$ cat config.mk
export PLATFORM = sky130hd
export DESIGN_NAME = sprite_channel
export DESIGN_NICKNAME = d
export VERILOG_FILES = /design/src/rtl/sprite_pkg.sv /design/src/rtl/sprite_regs.sv /design/src/rtl/sprite_seq.sv /design/src/rtl/sprite_shifter.sv /design/src/rtl/sprite_channel.sv
export SDC_FILE = /design/constraint.sdc
export NUM_CORES = 1
export LEC_CHECK = 0
export BUFFER_PORTS_ARGS = -buffer_cell sky130_fd_sc_hd__buf_2
export CAP_MARGIN = 20
export CORE_MARGIN = 1
export CORE_UTILIZATION = 60
export CTS_CLUSTER_SIZE = 16
export DETAILED_ROUTE_END_ITERATION = 8
export GPL_ROUTABILITY_DRIVEN = 0
export PLACE_DENSITY_LB_ADDON = 0.25
export SYNTH_ARGS = -nofsm -noshare
export SYNTH_HDL_FRONTEND = slang
export SYNTH_SLANG_ARGS = --single-unit
$ cat constraint.sdc
create_clock -name clk_i -period 4.5 [get_ports clk_i]
set_input_delay 0.225 -clock clk_i [delete_from_list [all_inputs] [get_ports clk_i]]
set_output_delay 0.225 -clock clk_i [all_outputs]
set_load 0.1 [all_outputs]
$ cat src/rtl/sprite_pkg.sv
package sprite_pkg;
  localparam int COORD_W = 8;
  localparam int DATA_W  = 16;
  localparam int PIX_W   = 2;

  typedef enum logic [1:0] {
    REG_POS  = 2'd0,
    REG_STOP = 2'd1,
    REG_PL0  = 2'd2,
    REG_PL1  = 2'd3
  } reg_sel_e;

  typedef enum logic [1:0] {
    SEQ_CTL,
    SEQ_WAIT,
    SEQ_DATA,
    SEQ_OFF
  } seq_st_e;
endpackage

$ cat src/rtl/sprite_regs.sv
module sprite_regs import sprite_pkg::*; #(
  parameter int CW = COORD_W,
  parameter int DW = DATA_W
) (
  input  logic          clk_i,
  input  logic          rst_ni,
  input  logic          wr_i,
  input  reg_sel_e      sel_i,
  input  logic [DW-1:0] wdata_i,
  input  logic          disarm_i,
  output logic [CW-1:0] hstart_o,
  output logic [CW-1:0] vstart_o,
  output logic [CW-1:0] vstop_o,
  output logic [DW-1:0] pl0_o,
  output logic [DW-1:0] pl1_o,
  output logic          armed_o
);
  logic [DW-1:0] pos_q, stop_q;

  always_ff @(posedge clk_i or negedge rst_ni) begin
    if (!rst_ni) begin
      pos_q   <= '0;
      stop_q  <= '0;
      pl0_o   <= '0;
      pl1_o   <= '0;
      armed_o <= 1'b0;
    end else begin
      if (disarm_i) armed_o <= 1'b0;
      if (wr_i) begin
        unique case (sel_i)
          REG_POS:  pos_q <= wdata_i;
          REG_STOP: begin stop_q <= wdata_i; armed_o <= 1'b0; end
          REG_PL0:  begin pl0_o <= wdata_i; armed_o <= 1'b1; end
          REG_PL1:  pl1_o <= wdata_i;
          default:  ;
        endcase
      end
    end
  end

  assign hstart_o = pos_q[CW-1:0];
  assign vstart_o = pos_q[DW-1 -: CW];
  assign vstop_o  = stop_q[CW-1:0];

  AST_ARM_SET: assert property (@(posedge clk_i) disable iff (!rst_ni)
    (wr_i && sel_i == REG_PL0) |=> armed_o);
  AST_ARM_CLR: assert property (@(posedge clk_i) disable iff (!rst_ni)
    (wr_i && sel_i == REG_STOP) |=> !armed_o);
endmodule

$ cat src/rtl/sprite_seq.sv
module sprite_seq import sprite_pkg::*; #(
  parameter int CW = COORD_W
) (
  input  logic          clk_i,
  input  logic          rst_ni,
  input  logic          dma_en_i,
  input  logic          line_start_i,
  input  logic [CW-1:0] vpos_i,
  input  logic [CW-1:0] vstart_i,
  input  logic [CW-1:0] vstop_i,
  input  logic          dma_wr_i,
  input  logic [CW-1:0] new_stop_i,
  output logic          dma_req_o,
  output logic          dma_ctl_o,
  output logic          we_o,
  output reg_sel_e      sel_o,
  output logic          disarm_o
);
  seq_st_e st_q;
  logic    pend_q, widx_q, accept;

  assign dma_req_o = dma_en_i && (st_q == SEQ_CTL || (st_q == SEQ_DATA && pend_q));
  assign dma_ctl_o = (st_q == SEQ_CTL);
  assign accept    = dma_wr_i && dma_req_o;
  assign we_o      = accept;
  assign sel_o     = dma_ctl_o ? (widx_q ? REG_STOP : REG_POS) : (widx_q ? REG_PL0 : REG_PL1);
  // leaving the window drops the stale image before the control pair lands
  assign disarm_o  = dma_en_i && line_start_i && st_q == SEQ_DATA &&
                     (vpos_i == vstop_i || vpos_i == '0);

  always_ff @(posedge clk_i or negedge rst_ni) begin
    if (!rst_ni) begin
      st_q   <= SEQ_CTL;
      pend_q <= 1'b0;
      widx_q <= 1'b0;
    end else if (!dma_en_i) begin
      st_q   <= SEQ_CTL;
      pend_q <= 1'b0;
      widx_q <= 1'b0;
    end else if (line_start_i) begin
      widx_q <= 1'b0;
      pend_q <= 1'b0;
      if (vpos_i == '0) st_q <= SEQ_CTL;
      else begin
        unique case (st_q)
          SEQ_WAIT: if (vpos_i == vstart_i) begin st_q <= SEQ_DATA; pend_q <= 1'b1; end
          SEQ_DATA: if (vpos_i == vstop_i) st_q <= SEQ_CTL;
                    else pend_q <= 1'b1;
          default:  ;
        endcase
      end
    end else if (accept) begin
      widx_q <= ~widx_q;
      if (widx_q) begin
        if (st_q == SEQ_CTL) st_q <= (new_stop_i == '0) ? SEQ_OFF : SEQ_WAIT;
        else pend_q <= 1'b0;
      end
    end
  end

  AST_STOP_CTL: assert property (@(posedge clk_i) disable iff (!rst_ni)
    (dma_en_i && line_start_i && st_q == SEQ_DATA && vpos_i == vstop_i)
    |=> (!dma_en_i || (dma_ctl_o && dma_req_o)));
  AST_ZERO_OFF: assert property (@(posedge clk_i) disable iff (!rst_ni)
    (accept && widx_q && st_q == SEQ_CTL && new_stop_i == '0 && !line_start_i)
    |=> !dma_req_o);
  AST_PAIR_DROP: assert property (@(posedge clk_i) disable iff (!rst_ni)
    (accept && widx_q && st_q == SEQ_DATA && !line_start_i) |=> !dma_req_o);
endmodule

$ cat src/rtl/sprite_shifter.sv
module sprite_shifter import sprite_pkg::*; #(
  parameter int CW = COORD_W,
  parameter int DW = DATA_W
) (
  input  logic             clk_i,
  input  logic             rst_ni,
  input  logic [CW-1:0]    hpos_i,
  input  logic [CW-1:0]    hstart_i,
  input  logic             armed_i,
  input  logic [DW-1:0]    pl0_i,
  input  logic [DW-1:0]    pl1_i,
  output logic [PIX_W-1:0] pix_o,
  output logic             pix_valid_o
);
  localparam int CNT_W = $clog2(DW + 1);

  logic [DW-1:0]    sh0_q, sh1_q;
  logic [CNT_W-1:0] cnt_q;
  logic             load, active;

  assign load = armed_i && (hpos_i == hstart_i);

  always_ff @(posedge clk_i or negedge rst_ni) begin
    if (!rst_ni) begin
      sh0_q <= '0;
      sh1_q <= '0;
      cnt_q <= '0;
    end else if (load) begin
      sh0_q <= pl0_i;
      sh1_q <= pl1_i;
      cnt_q <= CNT_W'(DW);
    end else if (active) begin
      sh0_q <= sh0_q << 1;
      sh1_q <= sh1_q << 1;
      cnt_q <= cnt_q - 1'b1;
    end
  end

  assign active      = (cnt_q != '0);
  assign pix_o       = active ? {sh1_q[DW-1], sh0_q[DW-1]} : '0;
  assign pix_valid_o = active && (pix_o != '0);

  AST_LOAD_FIRST: assert property (@(posedge clk_i) disable iff (!rst_ni)
    load |=> pix_o == $past({pl1_i[DW-1], pl0_i[DW-1]}));
  AST_WIN_END: assert property (@(posedge clk_i) disable iff (!rst_ni)
    (cnt_q == CNT_W'(1) && !load) |=> !pix_valid_o);
endmodule

$ cat src/rtl/sprite_channel.sv
module sprite_channel import sprite_pkg::*; #(
  parameter int CW = COORD_W,
  parameter int DW = DATA_W
) (
  input  logic             clk_i,
  input  logic             rst_ni,
  input  logic [CW-1:0]    hpos_i,
  input  logic [CW-1:0]    vpos_i,
  input  logic             line_start_i,
  input  logic             dma_en_i,
  output logic             dma_req_o,
  output logic             dma_ctl_o,
  input  logic             dma_wr_i,
  input  logic [DW-1:0]    dma_data_i,
  input  logic             reg_wr_i,
  input  logic [1:0]       reg_addr_i,
  input  logic [DW-1:0]    reg_data_i,
  output logic [PIX_W-1:0] pix_o,
  output logic             pix_valid_o
);
  logic          seq_we, disarm, armed, wr;
  reg_sel_e      seq_sel, sel;
  logic [DW-1:0] wdata, pl0, pl1;
  logic [CW-1:0] hstart, vstart, vstop;

  // fetched word wins over a processor write in the same cycle
  assign wr    = seq_we | reg_wr_i;
  assign sel   = seq_we ? seq_sel : reg_sel_e'(reg_addr_i);
  assign wdata = seq_we ? dma_data_i : reg_data_i;

  sprite_seq #(.CW(CW)) u_seq (
    .clk_i, .rst_ni, .dma_en_i, .line_start_i, .vpos_i,
    .vstart_i(vstart), .vstop_i(vstop), .dma_wr_i,
    .new_stop_i(dma_data_i[CW-1:0]),
    .dma_req_o, .dma_ctl_o, .we_o(seq_we), .sel_o(seq_sel), .disarm_o(disarm)
  );

  sprite_regs #(.CW(CW), .DW(DW)) u_regs (
    .clk_i, .rst_ni, .wr_i(wr), .sel_i(sel), .wdata_i(wdata), .disarm_i(disarm),
    .hstart_o(hstart), .vstart_o(vstart), .vstop_o(vstop),
    .pl0_o(pl0), .pl1_o(pl1), .armed_o(armed)
  );

  sprite_shifter #(.CW(CW), .DW(DW)) u_shift (
    .clk_i, .rst_ni, .hpos_i, .hstart_i(hstart), .armed_i(armed),
    .pl0_i(pl0), .pl1_i(pl1), .pix_o, .pix_valid_o
  );
endmodule

# Word level (Yosys, flattened, before mapping)
# Cells that the tools add are included.
[word_totals]
word_cells = 89
regBits = 98
inputBits = 56
[classes]
n_eq_ne = 15
mux = 37
reduce_logical = 23
bitwise_logic = 2
n_addsub = 1
[ops]
columns = ["op", "n"]
rows = [
  ["$mux W16", 5],
  ["$eq A8 B8 Y1", 3],
  ["$mux W2", 12],
  ["$logic_not A8 Y1", 2],
  ["$mux W1", 15],
  ["$mux W5", 2],
  ["$ne A3 B2 Y1 const B", 3],
  ["$logic_and A1 B1 Y1", 8],
  ["$reduce_and A2 Y1", 4],
  ["$eq A2 B2 Y1 const B", 3],
  ["$reduce_and A6 Y1", 1],
  ["$ne A5 B2 Y1 const B", 1],
  ["$ne A5 B3 Y1 const B", 1],
  ["$ne A5 B5 Y1 const B", 1],
  ["$reduce_bool A5 Y1", 1],
  ["$sub A5 B1 Y5 const B", 1],
  ["$eq A2 B1 Y1 const B", 2],
  ["$logic_not A2 Y1", 2],
  ["$pmux W1 S2", 2],
  ["$pmux W2 S2", 1],
  ["$reduce_bool A2 Y1", 2],
  ["$ne A3 B3 Y1 const B", 1],
  ["$reduce_and A3 Y1", 1],
  ["$logic_or A1 B1 Y1", 2],
  ["2 further kinds", 2],
]

# Depth between registers and ports, before layout
[depth]
ltp_word = 9
depth_mapped = 14
mapped_depth_nobuf = 11

# By module
# Synthesis repeated with hierarchy kept, for this count alone.
[hier_totals]
cells_unflattened = 357
area_unflattened_um2 = 5109.9
[by_module_without_submodules]
columns = ["module", "cells_each", "area_per_inst_um2", "n_inst"]
rows = [
  ["sprite_regs", 130, 2386.0, 1],
  ["sprite_shifter", 143, 1923.1, 1],
  ["sprite_seq", 63, 526.8, 1],
  ["sprite_channel", 21, 274.0, 1],
]

# Worst setup path before layout
# No wires, ideal clock.
[synth_timing]
kind = "register to register"
start = "reg u_seq.st_q[0]"
end = "reg u_regs.pl0_o[1]"
setup_time_ns = 0.083
n_path_buf = 1
path_slack_ns = 0.225
path_stages_with_launch = 13
arrival_time_ns = 4.193
cell_sequence = "dfrtp_1 inv_1 ha_1 a21oi_1 nor2b_1 nand2_1 nand2_1 o21ai_0 ha_1 o21ai_1 clkbuf_1 nand2_1 o21ai_0"
[synth_via]
word_cells_on_any_way = 12
cone_classes = "2 x eq/ne; 3 x mux; 1 x bitwise; 6 x reduce/logical"
[synth_lines]
columns = ["item", "line", "source"]
rows = [
  ["from (decl)", "sprite_seq.sv:19", "seq_st_e st_q;"],
  ["from (signal assigned)", "sprite_seq.sv:55", "if (st_q == SEQ_CTL) st_q <= (new_stop_i == '0) ? SEQ_OFF : SEQ_WAIT;"],
  ["$logic_not A2 Y1 *", "sprite_seq.sv:23", "assign dma_ctl_o = (st_q == SEQ_CTL);"],
  ["via dma_ctl_o", "sprite_channel.sv:12", "output logic dma_ctl_o,"],
  ["$logic_or A1 B1 Y1 *", "sprite_seq.sv:22", "assign dma_req_o = dma_en_i && (st_q == SEQ_CTL || (st_q == SEQ_DATA && pend_q));"],
  ["$logic_and A1 B1 Y1 *", "sprite_seq.sv:22", ""],
  ["via dma_req_o", "sprite_channel.sv:11", "output logic dma_req_o,"],
  ["$logic_and A1 B1 Y1 *", "sprite_seq.sv:24", "assign accept = dma_wr_i && dma_req_o;"],
  ["$mux W2", "sprite_channel.sv:28", "assign sel = seq_we ? seq_sel : reg_sel_e'(reg_addr_i);"],
  ["$eq A2 B2 Y1", "sprite_regs.sv:30", "unique case (sel_i)"],
  ["$reduce_and A2 Y1 (no source line)", "-", ""],
  ["to (signal assigned)", "sprite_regs.sv:24", "pl0_o <= '0;"],
  ["to (signal assigned)", "sprite_regs.sv:33", "REG_PL0: begin pl0_o <= wdata_i; armed_o <= 1'b1; end"],
  ["to (decl)", "sprite_regs.sv:14", "output logic [DW-1:0] pl0_o,"],
]
# The timed path passes the listed nets; every way through them passes the cells marked *.
# A chain may end at the register's enable or synchronous reset.

# Worst setup path after layout
[layout_timing]
start = "reg u_seq.st_q[0]"
end = "reg u_regs.stop_q[3]"
[layout_via]
elab_chain_len = 8
word_cells_on_any_way = 12
cone_classes = "2 x eq/ne; 3 x mux; 1 x bitwise; 6 x reduce/logical"
[layout_rtl]
columns = ["item", "line", "source"]
rows = [
  ["$eq A2 B2 Y1", "sprite_seq.sv:22", ""],
  ["$logic_and A1 B1 Y1", "sprite_seq.sv:22", ""],
  ["$logic_or A1 B1 Y1", "sprite_seq.sv:22", ""],
  ["$logic_and A1 B1 Y1", "sprite_seq.sv:22", ""],
  ["$logic_and A1 B1 Y1", "sprite_seq.sv:24", ""],
  ["$mux W2", "sprite_channel.sv:28", ""],
  ["$eq A2 B1 Y1", "sprite_regs.sv:30", ""],
  ["$reduce_and A2 Y1 (no source line)", "-", ""],
  ["to (signal assigned)", "sprite_regs.sv:23", "stop_q <= '0;"],
  ["to (signal assigned)", "sprite_regs.sv:32", "REG_STOP: begin stop_q <= wdata_i; armed_o <= 1'b0; end"],
  ["to (decl)", "sprite_regs.sv:18", "logic [DW-1:0] pos_q, stop_q;"],
]
# Parallel ways exist; a longest one is shown, timed or not.

==> flow_metrics.env <==
export IMPL_crit_start="u_seq.st_q[0]"
export IMPL_synth_top_area_share_pct=53.0
export IMPL_maxCapViolCount=0
export IMPL_slew_limit_headroom_pct=40.9
export IMPL_final_util_pct=70.7
export IMPL_cts_setup_buffers=0
export IMPL_crit_required_ps=4710
export IMPL_antenna_diode_count=0
export IMPL_crit_path_end_kind="register"
export IMPL_synthArstFlopShare_pct=100
export IMPL_viasPerCell=5.48
export IMPL_cts_tree="done"
export IMPL_period_share_pct=58.0
export IMPL_drc=0
export IMPL_setup_violations=0
export IMPL_syn_num_nets=522
export IMPL_synth_cell_type_count=39
export IMPL_io_pins=61
export IMPL_drt_iter0_drc=256
export IMPL_rsz0062_at_grt="false"
export IMPL_critPathTopFamily="compound AO/OA/AOI/OAI gates"
export IMPL_port_buffers=60
export IMPL_ys_top_cells_by_area="dfrtp_1 (53%), mux2i_1 (10%), o21ai_0 (6.8%), nand2_1 (5.4%), xor2_1 (4.7%)"
export IMPL_grt_pass1_vias=3289
export IMPL_wirelength_um=9040
export IMPL_synth_area_mm2=0.00463
export IMPL_numCtsBuffers=9
export IMPL_ctsLongestPathBuffers=2
export IMPL_final_antenna_net_count=0
export IMPL_clk_pin_slew_ps=90
export IMPL_synth_edf_count=0
export IMPL_crit_fanout=16
export IMPL_hold_viol_final=0
export IMPL_slew_viol_final=0
export IMPL_max_freq_ghz=0.383
export IMPL_crit_slowest_cell="o21ai_1"
export IMPL_htree_levels=3
export IMPL_dp_hpwl_um=6480
export IMPL_grt_max_degree=70
export IMPL_layout_common_cells="dfrtp_1 (98), nand2_1 (67), o21ai_0 (63), buf_2 (59), mux2i_1 (47)"
export IMPL_status="finished clean"
export IMPL_syn_to_final_growth_pct=12.6
export IMPL_synthFlopType="dfrtp_1"
export IMPL_die_h_um=89.8
export IMPL_wl_per_cell_um=14.6
export IMPL_core_rowCount=31
export IMPL_final_common_cell="dfrtp_1"
export IMPL_clockRootBuffer="clkbuf_8"
export IMPL_die_area_mm2=0.00807
export IMPL_fin_worst_skew_ps=17.8
export IMPL_r2r_start="u_seq.st_q[0]"
export IMPL_fp_dieW_um=89.8
export IMPL_vias=3383
export IMPL_min_period_ps=2610
export IMPL_track_usage_pct=24.8
export IMPL_crit_buf_inv=2
export IMPL_grt_pass1_wl_um=15600
export IMPL_p_leak_nw=2.48
export IMPL_ys_warn_count=0
export IMPL_crit_type="reg -> reg"
export IMPL_first_pass_iters=4
export IMPL_timing_critical_path_to="u_regs.stop_q[3]"
export IMPL_clock_latency_ps=370
export IMPL_irDropWorstVdd_uv=233
export IMPL_hold_path_class="in -> reg"
export IMPL_synth_area_per_cell_um2=10.1
export IMPL_ys_ff_latch=98
export IMPL_cts_sinks=98
export IMPL_final_nets=578
export IMPL_path_cells="inv_1 > ha_1 > a21oi_1 > and3b_1 > mux2i_1 > inv_1 > ha_1 > o21ai_1 > o21ai_0"
export IMPL_synth_top_area_cell="dfrtp_1"
export IMPL_timing_rr_end="u_regs.stop_q[3]"
export IMPL_seq_area_frac_synth_pct=53.0
export IMPL_hp_start="dma_en_i"
export IMPL_grt_ovfl_total=0
export IMPL_r2r_setup_slack_ps=1890
export IMPL_antenna_found_initial=0
export IMPL_ff2ff_path_depth=9
export IMPL_core_area_mm2=0.00737
export IMPL_layout_drive_gt1_share_pct=17.6
export IMPL_ctsHoldBuffers=1
export IMPL_slowest_delay_ps=470
export IMPL_synthCells=457
export IMPL_cp_depth=9
export IMPL_post_cts_resized=0
export IMPL_fin_setup_tns_ps=0
export IMPL_arrival_ps=2820
export IMPL_start_util_pct=62.8
export IMPL_p_per_area_mw_per_mm2=444
export IMPL_tightest_slew_ps=881
export IMPL_startpoint_type="register"
==> sequential cells by signal (all words and copies together), names as in the netlist <==
name	cells
u_regs.pl0_o	16
u_seq.pend_q	1
u_regs.armed_o	1
u_regs.stop_q	8
u_shift.cnt_q	5
u_seq.widx_q	1
u_seq.st_q	2
u_regs.pos_q	16
u_shift.sh0_q	16
u_regs.pl1_o	16
u_shift.sh1_q	16
==> per-stage QoR <==
stage          area, um2  power [mW]  hold slack [ps]  instances  worst slack [ps]
6_report            5210        2.31              165        617              1890
5_1_grt             5210        2.46              185        617              1660
4_1_cts             5210        2.33              161        617              1870
3_5_place_dp        5020        1.80              264        600              1880
3_3_place_gp        5020        1.76              263        600              2120
2_1_floorplan       4630        1.62            -70.6        457               225
==> area by class of cell <==
cell class,instances,area (um2)
inverters,9,33.8
clock inverters,6,48.8
clock buffers,10,138
flip-flops and latches,98,2450
repair buffers,69,373
fillers,580,2160
multi-input cells,326,2040
well taps,99,124
==> cells in the mapped netlist, types with 4 or more instances <==
cell and instances:
inv_1 9, xnor2_1 4, xor2_1 25, o21ai_1 4, a21oi_1 33, ha_1 9
dfrtp_1 98, buf_4 4, nor2_1 32, nor2b_1 4, o21ai_0 63, nand2_1 67
clkbuf_1 16, nor4_1 8, nand3_1 5, mux2i_1 47
==> worst register-to-register path: stages, from the launching register on <==
cell,delay [ps]
dfrtp_1,410
inv_1,100
ha_1,280
a21oi_1,80
and3b_1,250
mux2i_1,330
inv_1,110
ha_1,210
o21ai_1,470
o21ai_0,220
==> logic make-up after synthesis <==
family	count (synthesis)	share of synthesized area [%]
and+or+nand+nor	131	13.1
AOI/OAI and AO/OA	109	12.4
xor gates and xnor gates	29	5.49
adders and majority gates	9	2.43
DFF	98	53.0
buffers and inverters	33	3.08
muxes	48	10.5
==> routing by layer <==
metal	part of all wire (%)	GRT usage [%]	vias up
met3	4.0	4.06	18
li1	-	-	1684
met2	49	41.2	75
met1	45	32.8	1606
met4	2.3	9.97	0
met5	0	0	-
==> power breakdown <==
part           switching (mW)  total, mW  internal (mW)
logic                   0.326      0.561          0.234
registers               0.141       1.22           1.08
clock network           0.311      0.533          0.222
total                   0.779       2.31           1.54
==> worst min-delay path by stage <==
stage	end	slack, ps	cells past startpoint
floorplan	u_regs.armed_o	-70	0
global placement	u_shift.cnt_q[0]	260	1
detailed placement	u_shift.cnt_q[0]	260	1
CTS	u_seq.widx_q	160	3
global route	u_seq.widx_q	190	3
finish	u_seq.widx_q	170	3
(Power assumes the default switching activity.)
